`config.mk`:
```
export PLATFORM = sky130hd
export DESIGN_NAME = rate_mult_top
export DESIGN_NICKNAME = d
export VERILOG_FILES = /design/src/rtl/rm_pkg.sv /design/src/rtl/rm_counter.sv /design/src/rtl/rm_decoder.sv /design/src/rtl/rm_merge.sv /design/src/rtl/rate_mult_top.sv
export SDC_FILE = /design/constraint.sdc
export NUM_CORES = 1
export LEC_CHECK = 0
export BUFFER_PORTS_ARGS = -buffer_cell sky130_fd_sc_hd__buf_2
export CAP_MARGIN = 10
export CORE_AREA = 2 2 39 41
export CTS_CLUSTER_SIZE = 12
export DETAILED_ROUTE_END_ITERATION = 6
export DIE_AREA = 0 0 41 43
export PLACE_DENSITY_LB_ADDON = 0.05
export REMOVE_ABC_BUFFERS = 1
export SLEW_MARGIN = 40
export SYNTH_ARGS = -nofsm -noshare
export SYNTH_HDL_FRONTEND = slang
export SYNTH_SLANG_ARGS = --single-unit
```
`constraint.sdc`:
```
create_clock -name clk -period 1.55 [get_ports clk]
set_input_delay 0.2325 -clock clk [delete_from_list [all_inputs] [get_ports clk]]
set_output_delay 0.2325 -clock clk [all_outputs]
set_load 0.005 [all_outputs]
```
`src/rtl/rm_pkg.sv`:
```
package rm_pkg;
  localparam int RM_MIN_W = 2;
  localparam int RM_MAX_W = 16;

  // Number of pulses train k (1-based) gives per 2^w clocks.
  function automatic int rm_train_hits(input int w, input int k);
    return 1 << (w - k);
  endfunction
endpackage

```
`src/rtl/rm_counter.sv`:
```
module rm_counter #(
  parameter int W = 4
) (
  input  logic         clk,
  input  logic         rst,
  input  logic         en,
  output logic [W-1:0] cnt
);
  always_ff @(posedge clk) begin
    if (rst)     cnt <= '0;
    else if (en) cnt <= cnt + W'(1);
  end
endmodule

```
`src/rtl/rm_decoder.sv`:
```
module rm_decoder #(
  parameter int W = 4
) (
  input  logic [W-1:0] cnt,
  output logic [W-1:0] trains
);
  // Train k+1 fires when the low k bits are ones and bit k is zero.
  for (genvar k = 0; k < W; k++) begin : g_train
    if (k == 0) begin : g_first
      assign trains[0] = ~cnt[0];
    end else begin : g_rest
      assign trains[k] = (&cnt[k-1:0]) & ~cnt[k];
    end
  end
endmodule

```
`src/rtl/rm_merge.sv`:
```
module rm_merge #(
  parameter int W = 4
) (
  input  logic [W-1:0] trains,
  input  logic [W-1:0] rate,
  output logic         merged
);
  logic [W-1:0] weights;

  // The most significant rate bit selects the densest train.
  for (genvar k = 0; k < W; k++) begin : g_weight
    assign weights[k] = rate[W-1-k];
  end

  assign merged = |(trains & weights);
endmodule

```
`src/rtl/rate_mult_top.sv`:
```
module rate_mult_top #(
  parameter int CNT_W = 4
) (
  input  logic             clk,
  input  logic             rst,
  input  logic             en,
  input  logic [CNT_W-1:0] rate,
  output logic [CNT_W-1:0] trains,
  output logic             merged
);
  import rm_pkg::*;

  if (CNT_W < RM_MIN_W || CNT_W > RM_MAX_W) begin : g_bad_width
    $error("rate_mult_top: CNT_W out of range");
  end

  logic [CNT_W-1:0] cnt_q;
  logic [CNT_W-1:0] trains_c;
  logic             merged_c;

  rm_counter #(.W(CNT_W)) u_cnt (
    .clk (clk),
    .rst (rst),
    .en  (en),
    .cnt (cnt_q)
  );

  rm_decoder #(.W(CNT_W)) u_dec (
    .cnt    (cnt_q),
    .trains (trains_c)
  );

  rm_merge #(.W(CNT_W)) u_mrg (
    .trains (trains_c),
    .rate   (rate),
    .merged (merged_c)
  );

  always_ff @(posedge clk) begin
    if (rst) begin
      trains <= '0;
      merged <= 1'b0;
    end else if (en) begin
      trains <= trains_c;
      merged <= merged_c;
    end else begin
      trains <= '0;
      merged <= 1'b0;
    end
  end
endmodule

```
* Word-level counts from Yosys, hierarchy flattened
Index checks and enable logic that the tools add are counted.
** Word-level totals
- Input port bits :: 7
- Word-level logic and storage cells :: 17
- Output and inout port bits :: 5
- Flip-flop bits (word level) :: 9
** Cells by class
- Bitwise operators :: 9
- Reduce and logical (&&, ||, !) cells :: 4
- Add/subtract/negate cells :: 1
** Operators with widths (number)
- $not A1 Y1 :: 5
- $add A4 B1 Y4 const B :: 1
- $and A4 B4 Y4 :: 1
- $reduce_or A4 Y1 :: 1
- $and A1 B1 Y1 :: 3
- $reduce_and A3 Y1 :: 1
- $reduce_and A2 Y1 :: 1
- $reduce_or A2 Y1 :: 1

* Depth between registers and ports, before layout
Gate-level depths: netlist of the first run.
- Depth in word-level cells :: 4
- Mapped depth :: 4
- Gate-level depth less buffers :: 4

* By module
From an unflattened synthesis of the first run, not the netlist that was laid out.
** Unflattened totals
- Cells, all modules :: 33
- Area total of the unflattened synthesis :: 371.6 µm²
** By module, submodules not included
- rm_counter :: cells each 16, area each 178.9 µm², seq. area each 80.1 µm², instances 1
- rate_mult_top :: cells each 10, area each 143.9 µm², seq. area each 100.1 µm², instances 1
- rm_decoder :: cells each 4, area each 30.0 µm², seq. area each 0.0 µm², instances 1
- rm_merge :: cells each 3, area each 18.8 µm², seq. area each 0.0 µm², instances 1

* Worst setup path after synthesis of the first run
No wires, ideal clock.
- Path type :: reg-to-reg
- Start point :: register u_cnt.cnt[0]
- End point :: register merged
- Slack :: 0.324 ns
- Cell stages (with the launch flop) :: 5
- Required time :: 1.420 ns
- Library setup time :: 0.130 ns
- Arrival time :: 1.097 ns
- Buffers on the path :: 0
- Cell sequence :: dfxtp_1 > ha_1 > ha_1 > a222oi_1 > a21oi_1
** On the way
- Longest elaborated chain between the ends :: 4
- Elaborated cells on any way between the ends :: 8
- Those cells by class :: bitwise: 5; reduce/logical: 3
** Ends and longest elaborated chain
- from (decl) :: RTL line rm_counter.sv:7 : output logic [W-1:0] cnt
- from (signal assigned) :: RTL line rm_counter.sv:11 : else if (en) cnt <= cnt + W'(1);
- $reduce_and A2 Y1 :: RTL line rm_decoder.sv:12 : assign trains[k] = (&cnt[k-1:0]) & ~cnt[k];
- $and A1 B1 Y1 :: RTL line rm_decoder.sv:12
- named net trains_c[2] :: RTL line rate_mult_top.sv:18 : logic [CNT_W-1:0] trains_c;
- $and A4 B4 Y4 :: RTL line rm_merge.sv:15 : assign merged = |(trains & weights);
- $reduce_or A4 Y1 :: RTL line rm_merge.sv:15
- to (signal assigned) :: RTL line rate_mult_top.sv:45 : merged <= merged_c;
- to (decl) :: RTL line rate_mult_top.sv:9 : output logic merged
The timed path passes the listed nets, and every way through them passes these cells.
A chain may end at the register's enable or synchronous reset.

* Worst setup path after layout of the first run
Ends and elaborated chain as after synthesis.

==> results_dict.tcl, run 1 <==
set metrics [dict create \
    diodes 0 \
    path_common_cell "ha_1" \
    grt_overflow 0 \
    critPathMaxStageDelay_ps 370 \
    dpl.cell_count 62 \
    outcome "complete, no violations" \
    power_leakage_nw 0.211 \
    vias 280 \
    hold_depth 2 \
    clock_skew_ps 1.81 \
    cts_tree "yes" \
    drt-wirelength-per-cell_microns 9.33 \
    fp.dieH_microns 43 \
    drt-total-wl_microns 616 \
    worst_path_max_delay_cell "dfxtp_1" \
    io_pins 12 \
    fillers 156 \
    first_pass_iters 4 \
    ys_top_cells_by_area "dfxtp_1 50%, ha_1 14%, nor2_1 7.3%" \
    critPathLaunchType "register" \
    rsz0062_at_grt "no" \
    reg2reg_from "u_cnt.cnt[0]" \
    hold_end "u_cnt.cnt[0]" \
    rows 14 \
    seq_area_sq_um 180 \
    multiInputGateArea_sq_um 151 \
    cts_buffers 3 \
    period_minus_slack_ps 1320 \
    coreArea_sq_um 1380 \
    grt_pass1_vias 254 \
    synth_most_common_cell "dfxtp_1" \
    hold_violations 0 \
    synthDominantCellAreaShare 0.503 \
    vdd_ir_drop_max_mv 0.520 \
    avgViaCountPerCell 4.24 \
    fp.dieW_microns 41 \
    p_total_mw 0.481 \
    use_met1 0.103 \
    final_cell_area_sq_um 452 \
    path_cells "ha_1, ha_1, a222oi_1, a21oi_1" \
    slew_violations 0 \
    path_delay_family "adder cells" \
    hpwl_microns 470 \
    rr_worst_depth 4 \
    end_kind "register" \
    reg2reg_slack_ps 230 \
    clockBufferDepth 2 \
    drive_gt1_frac 0.300 \
    synth_top_cells_by_count "9 x dfxtp_1, 7 x nor2_1, 4 x ha_1, 4 x inv_1, 2 x a211oi_1" \
    met3_usage 0.0942 \
    busiest_layer "met2" \
    required_ps 1690 \
    area_growth_pct 26.2 \
    clock_latency_ps 260 \
    cts_max_level 1 \
    synth_ff_type "dfxtp_1" \
    arrival_ps 1460 \
    maxCapViolCount 0 \
    syn-instance-count 36 \
    drc 0 \
    dpl-instance-area_sq_um 425 \
    nNetsFinal 62 \
    postSynthAreaPerCell_sq_um 9.94 \
    grt_max_degree 8 \
    dr.first_iter.drc_count 12 \
    hold_start "rst" \
    port_buffers 11 \
    ys_seq_area_frac 0.503 \
    cts_num_sinks 9 \
    met2_usage 0.113 \
    start_util 0.259 \
    r2r_end "merged" \
    antenna_left 0 \
    crit_buf_inv 0 \
    cts-resized-gates 0 \
    crit_type "register to register" \
    cts_hold_buf 0 \
    synth_area_sq_um 358 \
    track_usage 0.0894 \
    fin_cells 66 \
    min_path_type "primary input to register" \
    yosys_warnings 0 \
    post_cts_buffers 0 \
    yosysTopAreaCell "dfxtp_1" \
    critPathMaxFanout 6 \
    fmax_mhz 759 \
    antenna_found_initial 0 \
    synth_seq_cells 9 \
    relSlewSlack 0.813 \
    clkSlewWorstSetupHoldPaths_ps 60 \
    grt_pass1_wl_microns 1000 \
    dieArea_sq_um 1760 \
    finalSetupViolations 0 \
    synthArstFlopShare 0 \
    cts_root_buf "clkbuf_4" \
    tightest_slew_ps 280 \
    power.density_nw_per_um2 1070 \
    synthDistinctLibCells 15 \
    finalSetupTns_ps 0 \
    synth_edf_count 0 \
    post-route-period-util 0.850 \
    place_congestion 0.654 \
]
[worst max-delay path by stage]
stage	startpoint	endpoint	slack, ps	depth (start not counted)
2_1_floorplan	u_cnt.cnt[0]	merged	320	4
3_3_place_gp	u_cnt.cnt[0]	merged	270	4
3_5_place_dp	u_cnt.cnt[0]	merged	230	4
4_1_cts	u_cnt.cnt[0]	merged	220	4
5_1_grt	u_cnt.cnt[0]	merged	80	4
6_report	u_cnt.cnt[0]	merged	230	4
[power breakdown]
| part | switching (mW) | internal (mW) |
|---|---|---|
| sequential | 0.0102 | 0.243 |
| clock | 0.0817 | 0.0992 |
| combinational | 0.0227 | 0.0242 |
[layout make-up]
type / instances / area share
clock buffer: 4 / 0.0582
inverter: 5 / 0.0416
multi-input combinational: 21 / 0.335
sequential: 9 / 0.399
tap: 16 / 0.0443
timing repair buffer: 11 / 0.122
[per-stage QoR]
step	hold slack (ps)	worst slack [ps]	utilization
final	194	232	0.326
after global routing	177	79.6	0.326
after CTS	183	223	0.326
after detailed placement	455	234	0.307
after global placement	455	273	0.307
after floorplan	305	324	-
[worst register-to-register path, delay by kind of cell, from the launching register on]
| kind | cells | cell delay [ps] |
|---|---|---|
| adders and majority gates | 2 | 440 |
| AOI/OAI and AO/OA | 2 | 390 |
| DFF | 1 | 370 |
[registers in the layout (all words and copies together) (netlist names)]
name,count
merged,1
u_cnt.cnt,4
trains,4
[per-layer routing]
metal / vias up / part of all wire
li1: 145 / -
met1: 119 / 0.46
met2: 16 / 0.37
met3: 0 / 0.17
met4: 0 / 0
met5: - / 0
[logic make-up after synthesis]
kind of cell,Yosys count,synth area share
AO/OA/AOI/OAI,4,0.0839
XOR/XNOR,2,0.0490
adder cells (fa/ha/maj),4,0.140
buffers and inverters,6,0.0734
flip-flops,9,0.503
AND/OR/NAND/NOR,11,0.150
[placed cells by master, fill, tap and decap left out, drive strengths merged]
master	n
nand3b	1
nand4	1
a211oi	2
ha	4
a21oi	1
dfxtp	9
buf	11
xnor2	1
nor3b	1
nor2	7
nand2b	1
inv	5
clkbuf	4
a222oi	1
xor2	1
No activity file was read; power rests on OpenSTA's default activity.
==> run 2, diff against run 1 <==
--- a/config.mk
+++ b/config.mk
@@ -13,2 +13,3 @@
 export DIE_AREA = 0 0 41 43
+export MAX_ROUTING_LAYER = met4
 export PLACE_DENSITY_LB_ADDON = 0.05
==> constraint.sdc (replaced) <==
create_clock -name clk -period 1.55 [get_ports clk]
set_input_delay 0.31 -clock clk [delete_from_list [all_inputs] [get_ports clk]]
set_output_delay 0.31 -clock clk [all_outputs]
set_load 0.005 [all_outputs]
==> results_dict.tcl, run 2 (same netlist as run 1, synthesis figures left out) <==
set metrics [dict create \
    outcome "complete, no violations" \
    cts_tree "yes" \
    setup_ws_ps 231 \
    rsz0062_at_grt "no" \
    nNetsFinal 62 \
    end_kind "register" \
    drt-wirelength-per-cell_microns 9.33 \
    coreArea_sq_um 1380 \
    min_path_type "primary input to register" \
    fillers 156 \
    maxCapViolCount 0 \
    avgViaCountPerCell 4.23 \
    multiInputGateArea_sq_um 151 \
    critPathMaxFanout 6 \
    hpwl_microns 470 \
    start_util 0.259 \
    track_usage 0.0917 \
    clock_latency_ps 260 \
    cts_buffers 3 \
    slew_violations 0 \
    clockBufferDepth 2 \
    fp.dieH_microns 43 \
    post-route-period-util 0.851 \
    clkSlewWorstSetupHoldPaths_ps 60 \
    power.density_nw_per_um2 1070 \
    period_minus_slack_ps 1320 \
    grt_overflow 0 \
    dpl.cell_count 62 \
    seq_area_sq_um 180 \
    cts_hold_buf 0 \
    io_pins 12 \
    arrival_ps 1460 \
    diodes 0 \
    crit_type "register to register" \
    grt_pass1_wl_microns 1000 \
    fin_cells 66 \
    pre_cts_ws_ps 234 \
    reg_top3 "trains: 4 flops, u_cnt.cnt: 4 flops, merged: 1 flops" \
    drive_gt1_frac 0.300 \
    power_leakage_nw 0.211 \
    hold_violations 0 \
    port_buffers 11 \
    antenna_found_initial 0 \
    finalSetupViolations 0 \
    fp.dieW_microns 41 \
    vias 279 \
    area_growth_pct 26.2 \
    relSlewSlack 0.814 \
    fmax_mhz 758 \
    dieArea_sq_um 1760 \
    clock_skew_ps 1.98 \
    dr.first_iter.drc_count 11 \
    post_cts_buffers 0 \
    final_common_cell "buf_2" \
    required_ps 1690 \
    rows 14 \
    antenna_left 0 \
    drc 0 \
    cts_num_sinks 9 \
    dpl-instance-area_sq_um 425 \
    layout_common_cells "11 x buf_2, 9 x dfxtp_1, 7 x nor2_1" \
    first_pass_iters 4 \
    cts_root_buf "clkbuf_4" \
    cts_max_level 1 \
    critPathLaunchType "register" \
    place_congestion 0.660 \
    vdd_ir_drop_max_mv 0.520 \
    grt_pass1_vias 250 \
    finalSetupTns_ps 0 \
    cts-resized-gates 0 \
    final_cell_area_sq_um 452 \
    tightest_slew_ps 279 \
    drt-total-wl_microns 616 \
    grt_max_degree 8 \
]
## run 2: cell counts in the layout (fill, tap and decap cells not counted)
No cell type changed its count.
## run 2: stage by stage
step / power, mW / hold WS, ps / utilization
6_report: 0.481 / 271 / 0.326
2_1_floorplan: 0.284 / 382 / -
3_5_place_dp: 0.306 / 455 / 0.307
4_1_cts: 0.493 / 260 / 0.326
5_1_grt: 0.518 / 255 / 0.326
3_3_place_gp: 0.306 / 456 / 0.307
## run 2: worst max-delay path, cell delays in order, from the launching register on
cell	delay (ps)
dfxtp_1	370
ha_1	240
ha_1	200
a222oi_1	290
a21oi_1	100
## run 2: cell type report
| class | count | area share |
|---|---|---|
| clock buffers | 4 | 0.0582 |
| inverters | 5 | 0.0416 |
| repair buffers | 11 | 0.122 |
| multi-input cells | 21 | 0.335 |
| flip-flops and latches | 9 | 0.399 |
| well taps | 16 | 0.0443 |
## run 2: worst paths after layout
kind                            slack (ps)           end    startpoint  cells past startpoint
worst max-delay path                   230        merged  u_cnt.cnt[0]                      4
worst min-delay path                   270  u_cnt.cnt[0]           rst                      2
worst max register to register         230        merged  u_cnt.cnt[0]                      4
worst min register to register         460     trains[3]  u_cnt.cnt[3]                      1
## run 2: where the power goes
| part | switching, mW | internal, mW |
|---|---|---|
| sequential | 0.0102 | 0.243 |
| combinational | 0.0224 | 0.0242 |
| clock | 0.0821 | 0.0992 |
| total | 0.115 | 0.367 |
## run 2: routing by layer
layer,track usage,up-vias,part of all wire
met5,-,-,0
met4,0.0200,0,0
met3,0.0942,0,0.16
met2,0.113,15,0.38
met1,0.103,119,0.46
li1,-,145,-
==> run 3, diff against run 2 <==
- CTS_BUF_LIST: default -> sky130_fd_sc_hd__clkbuf_4
==> results_dict.tcl, run 3 (same netlist as run 1, synthesis figures left out) <==
set metrics [dict create \
    grt_overflow 0 \
    hpwl_microns 470 \
    first_pass_iters 4 \
    drc 0 \
    finalSetupTns_ps 0 \
    antenna_found_initial 0 \
    required_ps 1690 \
    port_buffers 11 \
    layout_common_cells "11 x buf_2, 9 x dfxtp_1, 7 x nor2_1" \
    reg2reg_slack_ps 230 \
    slew_violations 0 \
    fp.dieH_microns 43 \
    fin_cells 66 \
    grt_pass1_vias 250 \
    clockBufferDepth 2 \
    clock_skew_ps 0.652 \
    place_congestion 0.660 \
    cts_tree "yes" \
    cts-resized-gates 0 \
    holdWs_ps 268 \
    final_cell_area_sq_um 455 \
    drt-total-wl_microns 620 \
    hold_start "rst" \
    hold_depth 2 \
    area_growth_pct 27.3 \
    vdd_ir_drop_max_mv 0.371 \
    hold_violations 0 \
    clkSlewWorstSetupHoldPaths_ps 60 \
    antenna_left 0 \
    io_pins 12 \
    cts_num_sinks 9 \
    seq_area_sq_um 180 \
    grt_max_degree 8 \
    grt_pass1_wl_microns 1000 \
    power_leakage_nw 0.215 \
    dpl-instance-area_sq_um 425 \
    fmax_mhz 757 \
    drt-wirelength-per-cell_microns 9.39 \
    diodes 0 \
    tightest_slew_ps 279 \
    coreArea_sq_um 1380 \
    pre_cts_ws_ps 234 \
    fp.dieW_microns 41 \
    post-route-period-util 0.853 \
    setup_ws_ps 228 \
    rows 14 \
    r2r_end "merged" \
    dieArea_sq_um 1760 \
    outcome "complete, no violations" \
    cts_max_level 1 \
    cts_root_buf "clkbuf_4" \
    rsz0062_at_grt "no" \
    crit_type "register to register" \
    vias 280 \
    maxCapViolCount 0 \
    rr_worst_depth 4 \
    dr.first_iter.drc_count 11 \
    relSlewSlack 0.814 \
    dpl.cell_count 62 \
    nNetsFinal 62 \
    critPathLaunchType "register" \
    power.density_nw_per_um2 1100 \
    crit_end "merged" \
    cp-startpoint "u_cnt.cnt[0]" \
    reg2reg_from "u_cnt.cnt[0]" \
    cts_buffers 3 \
    clock_latency_ps 260 \
    finalSetupViolations 0 \
    end_kind "register" \
    reg_top3 "trains: 4 flops, u_cnt.cnt: 4 flops, merged: 1 flops" \
    start_util 0.259 \
    period_minus_slack_ps 1320 \
    fillers 156 \
    multiInputGateArea_sq_um 151 \
    final_common_cell "buf_2" \
    p_total_mw 0.501 \
    track_usage 0.0917 \
    min_path_type "primary input to register" \
    avgViaCountPerCell 4.24 \
    critPathMaxFanout 6 \
    drive_gt1_frac 0.320 \
    post_cts_buffers 0 \
    fin_util 0.329 \
    cts_hold_buf 0 \
    arrival_ps 1460 \
]
-- run 3: per-layer routing --
metal,GRT usage,wire (microns),part of all wire,vias up
li1,-,-,-,146
met1,0.103,289,0.47,119
met2,0.113,232,0.37,15
met3,0.0942,97,0.16,0
met4,0.0200,0,0,0
met5,-,0,0,-
-- run 3: worst min-delay path by stage --
stage	endpoint
2_1_floorplan	u_cnt.cnt[0]
3_3_place_gp	trains[3]
3_5_place_dp	trains[3]
4_1_cts	u_cnt.cnt[0]
5_1_grt	u_cnt.cnt[0]
6_report	u_cnt.cnt[0]
-- run 3: where the power goes --
part / internal, mW / switching (mW) / leakage [nW] / total [mW]
clock: 0.117 / 0.0846 / 0.0184 / 0.201
sequential: 0.243 / 0.0102 / 0.0737 / 0.253
combinational: 0.0242 / 0.0225 / 0.123 / 0.0467
total: 0.384 / 0.117 / 0.215 / 0.501
-- run 3: layout make-up --
cell class / instances / area share
clock buffer: 4 / 0.0659
multi-input combinational: 21 / 0.332
tap: 16 / 0.0440
sequential: 9 / 0.396
inverter: 5 / 0.0412
timing repair buffer: 11 / 0.121
-- run 3: worst max-delay path, cell delays in order, from the launching register on --
cell and delay (ps):
dfxtp_1 370, ha_1 240, ha_1 200, a222oi_1 290, a21oi_1 100
